==> src/rtl/exec_pair.sv <==
module exec_pair #(
  parameter int W       = 32,
  parameter int TAG_W   = 4,
  parameter int SEQ_W   = 6,
  parameter int MUL_LAT = 6,
  parameter int ALU_LAT = 2
) (
  input  logic             clk,
  input  logic             rst,
  input  logic             mul_valid,
  output logic             mul_ready,
  input  logic [W-1:0]     mul_a,
  input  logic [W-1:0]     mul_b,
  input  logic [TAG_W-1:0] mul_tag,
  input  logic [SEQ_W-1:0] mul_seq,
  input  logic             alu_valid,
  output logic             alu_ready,
  input  logic [2:0]       alu_op,
  input  logic [W-1:0]     alu_a,
  input  logic [W-1:0]     alu_b,
  input  logic [TAG_W-1:0] alu_tag,
  input  logic [SEQ_W-1:0] alu_seq,
  output logic             bc_valid,
  output logic [TAG_W-1:0] bc_tag,
  output logic [W-1:0]     bc_value
);
  localparam int CNT_W = $clog2(MUL_LAT + 1);
  localparam int SH_W  = $clog2(W);

  // multiply unit
  logic             m_run;
  logic [CNT_W-1:0] m_cnt;
  logic [W-1:0]     m_a, m_b;
  logic [TAG_W-1:0] m_tag;
  logic [SEQ_W-1:0] m_seq;
  logic             mh_v;
  logic [W-1:0]     mh_val;
  logic [TAG_W-1:0] mh_tag;
  logic [SEQ_W-1:0] mh_seq;

  // general unit
  logic [ALU_LAT-1:0] s_v;
  logic [W-1:0]       s_val [ALU_LAT];
  logic [TAG_W-1:0]   s_tag [ALU_LAT];
  logic [SEQ_W-1:0]   s_seq [ALU_LAT];
  logic               ah_v;
  logic [W-1:0]       ah_val;
  logic [TAG_W-1:0]   ah_tag;
  logic [SEQ_W-1:0]   ah_seq;
  logic [W-1:0]       f;

  // arbitration
  logic [SEQ_W-1:0] age_diff;
  logic             g_mul, g_alu, advance;

  assign age_diff  = mh_seq - ah_seq;
  assign g_mul     = mh_v && (!ah_v || age_diff[SEQ_W-1]);
  assign g_alu     = ah_v && !g_mul;
  assign advance   = !ah_v || g_alu;

  assign mul_ready = !m_run && !mh_v;
  assign alu_ready = advance;
  assign bc_valid  = g_mul || g_alu;
  assign bc_tag    = g_mul ? mh_tag : ah_tag;
  assign bc_value  = g_mul ? mh_val : ah_val;

  always_ff @(posedge clk) begin
    if (rst) begin
      m_run  <= 1'b0;
      m_cnt  <= '0;
      m_a    <= '0;
      m_b    <= '0;
      m_tag  <= '0;
      m_seq  <= '0;
      mh_v   <= 1'b0;
      mh_val <= '0;
      mh_tag <= '0;
      mh_seq <= '0;
    end else begin
      if (mul_valid && mul_ready) begin
        m_run <= 1'b1;
        m_cnt <= CNT_W'(MUL_LAT);
        m_a   <= mul_a;
        m_b   <= mul_b;
        m_tag <= mul_tag;
        m_seq <= mul_seq;
      end else if (m_run) begin
        m_cnt <= m_cnt - CNT_W'(1);
        if (m_cnt == CNT_W'(1)) begin
          m_run  <= 1'b0;
          mh_v   <= 1'b1;
          mh_val <= m_a * m_b;
          mh_tag <= m_tag;
          mh_seq <= m_seq;
        end
      end
      if (g_mul) mh_v <= 1'b0;
    end
  end

  always_comb begin
    case (alu_op)
      3'd0:    f = alu_a + alu_b;
      3'd1:    f = alu_a - alu_b;
      3'd2:    f = alu_a & alu_b;
      3'd3:    f = alu_a | alu_b;
      3'd4:    f = alu_a ^ alu_b;
      3'd5:    f = alu_a << alu_b[SH_W-1:0];
      3'd6:    f = alu_a >> alu_b[SH_W-1:0];
      default: f = {{(W-1){1'b0}}, $signed(alu_a) < $signed(alu_b)};
    endcase
  end

  always_ff @(posedge clk) begin
    if (rst) begin
      s_v    <= '0;
      ah_v   <= 1'b0;
      ah_val <= '0;
      ah_tag <= '0;
      ah_seq <= '0;
      for (int i = 0; i < ALU_LAT; i++) begin
        s_val[i] <= '0;
        s_tag[i] <= '0;
        s_seq[i] <= '0;
      end
    end else if (advance) begin
      s_v[0]   <= alu_valid;
      s_val[0] <= f;
      s_tag[0] <= alu_tag;
      s_seq[0] <= alu_seq;
      for (int i = 1; i < ALU_LAT; i++) begin
        s_v[i]   <= s_v[i-1];
        s_val[i] <= s_val[i-1];
        s_tag[i] <= s_tag[i-1];
        s_seq[i] <= s_seq[i-1];
      end
      ah_v   <= s_v[ALU_LAT-1];
      ah_val <= s_val[ALU_LAT-1];
      ah_tag <= s_tag[ALU_LAT-1];
      ah_seq <= s_seq[ALU_LAT-1];
    end
  end
endmodule

==> config.mk <==
export PLATFORM = sky130hd
export DESIGN_NAME = exec_pair
export DESIGN_NICKNAME = d
export VERILOG_FILES = /design/src/rtl/exec_pair.sv
export SDC_FILE = /design/constraint.sdc
export NUM_CORES = 2
export LEC_CHECK = 0
export ABC_AREA = 1
export BUFFER_PORTS_ARGS = -buffer_cell sky130_fd_sc_hd__clkbuf_2
export CAP_MARGIN = 20
export CORE_UTILIZATION = 46
export CTS_BUF_LIST = sky130_fd_sc_hd__clkbuf_8
export DETAILED_ROUTE_END_ITERATION = 8
export PLACE_DENSITY = 0.72
export SETUP_SLACK_MARGIN = 0.2
export SLEW_MARGIN = 20
export SYNTH_ARGS = -nofsm -noshare
export SYNTH_HDL_FRONTEND = slang
export SYNTH_SLANG_ARGS = --single-unit
==> constraint.sdc <==
create_clock -name clk -period 7.8 [get_ports clk]
set_input_delay 0.78 -clock clk [delete_from_list [all_inputs] [get_ports clk]]
set_output_delay 0.78 -clock clk [all_outputs]
set_load 0.01 [all_outputs]
==> results.toml <==
[global_route]
grt_first_pass_wirelength_mm = 184
antenna_found_initial = 11
grt_max_degree = 104
grt_pass1_vias = 31515
overflow = 0
grt.total_usage = 0.318

[sta]
fin_crit_ps = 7140
final_max_slew_viol_count = 0
setup_viol = 0
max-slew-margin-rel = 0.256
worstMarginPinSlew_ps = 1100
fin_crit_sh = 0.915
fin_setup_tns_ps = 0
hold_viol_final = 0
fmax_mhz = 140
rsz0062_at_grt = "false"
skew_ps = 41.4

[pwr]
p_seq_frac = 0.247
leakage_nw = 20.4
p_clk_frac = 0.195
swShare = 0.474
p_comb_frac = 0.558
internal_power_mw = 3.31
switching_power_mw = 2.98
worst_ir_drop_vdd_uv = 178
power.total_mw = 6.29
p_per_area_nw_per_um2 = 170

[route]
wl_per_cell_um = 19.8
num_vias = 32079
drtIter0Drc = 2865
antenna_left = 0
highest_layer = "met5"
drt-vias-per-instance = 5.35
met2WireLength_mm = 56.1
drc = 0
drt_first_pass_iters = 6
wl_met3_mm = 7.75
drt-total-wl_mm = 119
met1Wirelength_mm = 46.7

[floorplan]
die_h_um = 276
pin_count = 194
start_util = 0.469
rows = 99
core_um2 = 73500
die_area_um2 = 76000
die_w_um = 276

[synthesis]
ys_warn_count = 0
yosysTopAreaCell = "fa_1"
synth.most_common_cell = "nand2_1"
syn-num-nets = 5739
synth_edf_count = 84
synth_top_area_frac = 0.238
syn_avg_cell_area_um2 = 6.96
yosys-top-cells-area = "fa_1, nand2_1, inv_1"
syn-cell-area_um2 = 34400
ys_seq_area_frac = 0.170
ys_ff_latch = 250
synth.distinct_cells = 59
synth_common_cells = "nand2_1, inv_1, fa_1"
syn-instance-count = 4948
ys.flop_type = "dfxtp_1"
synth-async-reset-ratio = 0

[clocking]
cts.sinks = 250
root_buffer = "clkbuf_8"
cts_hold_buf = 0
clk_latency_ps = 570
ctsResizeCount = 0
cts_buffer_depth = 3
clk_pin_slew_worst_paths_ps = 70
h-tree-depth = 2
cts-buffers-inserted = 40
postCtsSetupBuffers = 0
tritoncts = "built"

[layout]
drive_above_1_share = 0.0745
instances_no_fill = 5996
fin_area_um2 = 36900
multiInputGateArea_um2 = 23200
final.fill_count = 7366
area_growth_syn_to_layout_pct = 7.28
seqCellArea_um2 = 5850
nets = 5793

[placement]
dp_hpwl_mm = 97.5
io_buffer_count = 193
place_congestion = 1.01
dpl.cell_count = 5919
postPlaceCellArea_um2 = 36100

[hold_path]
worstHoldPathType = "reg -> reg"
min-delay-start = "s_val[1][26]"

[job]
max-cap-violations = 0

[worst_setup_path]
crit_arrival_ps = 7590
required_ps = 8250
r2r_start = "m_b[8]"
worstSetupStartpoint = "m_b[8]"
critPathLaunchType = "register"
crit_fanout = 26
critPathCaptureType = "register"
crit_type = "reg -> reg"

[status]
status = "finished clean"
-- cell type report --
type / instances / share of cell area
Timing Repair Buffer: 266 / 0.0411
Multi-Input combinational cell: 3307 / 0.629
Sequential cell: 250 / 0.158
Clock inverter: 22 / 0.00440
Clock buffer: 51 / 0.0190
Tap cell: 959 / 0.0325
Inverter: 1137 / 0.116
Antenna cell: 4 / 0.000271
-- registers in the layout (all words and copies together) (netlist names), 6 cells and up --
signal and cells:
m_b 32, s_tag 8, s_val 64, mh_seq 6
mh_val 32, m_a 32, ah_seq 6, ah_val 32
m_seq 6, s_seq 12
-- through the flow --
| stage | hold WS (ps) | setup slack (ps) | util |
|---|---|---|---|
| 2_1_floorplan | 422 | 1310 | - |
| 3_3_place_gp | 425 | 857 | 0.491 |
| 3_5_place_dp | 435 | 763 | 0.491 |
| 4_1_cts | 421 | 721 | 0.503 |
| 5_1_grt | 446 | 226 | 0.503 |
| 6_report | 441 | 661 | 0.503 |
-- cell usage in the layout, fill, tap and decap left out, types with 18 or more instances in the layout --
cell type,n
ha_1,226
buf_4,72
nand3_1,137
o211ai_1,20
fa_1,410
o21ai_0,393
o22ai_1,19
nor3_1,24
nand4_1,30
a21o_1,18
inv_1,1124
o21ai_1,29
clkbuf_2,193
xor2_1,18
clkbuf_8,51
a211oi_1,18
edfxtp_1,84
dfxtp_1,166
a21oi_1,225
xnor2_1,20
nand2_1,1200
nor2_1,371
-- metal layers --
layer | vias to the layer above | track usage
met5 | - | 0
met4 | 8 | 0.193
met3 | 354 | 0.0337
met2 | 1391 | 0.537
met1 | 15193 | 0.392
li1 | 15133 | -
-- power groups by stage --
stage / sequential, mW / clock [mW] / combinational [mW]
6_report: 1.56 / 1.22 / 3.51
3_3_place_gp: 1.58 / 0 / 3.45
3_5_place_dp: 1.58 / 0 / 3.48
5_1_grt: 1.57 / 1.30 / 3.95
4_1_cts: 1.55 / 1.24 / 3.51
2_1_floorplan: 1.48 / 0 / 2.43
-- cell families (layout without fill, tap and decap cells) --
kind of cell | Yosys count | in the layout | share of synthesized area
buffers and inverters | 1391 | 1476 | 0.156
other | 0 | 4 | 0
AO/OA/AOI/OAI | 805 | 805 | 0.129
adder cells (fa/ha/maj) | 636 | 636 | 0.320
multiplexers | 17 | 17 | 0.00494
AND/OR/NAND/NOR | 1811 | 1811 | 0.210
XOR/XNOR | 38 | 38 | 0.00966
flip-flops | 250 | 250 | 0.170
-- worst max-delay path, stage by stage (launching register included) --
cell and delay (ps):
dfxtp_1 1010, nand2_1 190, fa_1 560, fa_1 520, fa_1 570, fa_1 440, fa_1 560, inv_1 50
fa_1 470, fa_1 520, fa_1 430, ha_1 390, nand2_1 130, nor4_1 440, o21ai_0 270, nand4_1 170
nand2_1 50, o21ai_0 170, inv_1 50
-- path summary, 6_finish.rpt --
| check | endpoint | slack [ps] | cells past startpoint |
|---|---|---|---|
| max reg2reg | mh_val[28] | 660 | 18 |
| min reg2reg | ah_val[26] | 440 | 2 |
| min | ah_val[26] | 440 | 2 |
| max | mh_val[28] | 660 | 18 |
(Power assumes the default switching activity.)
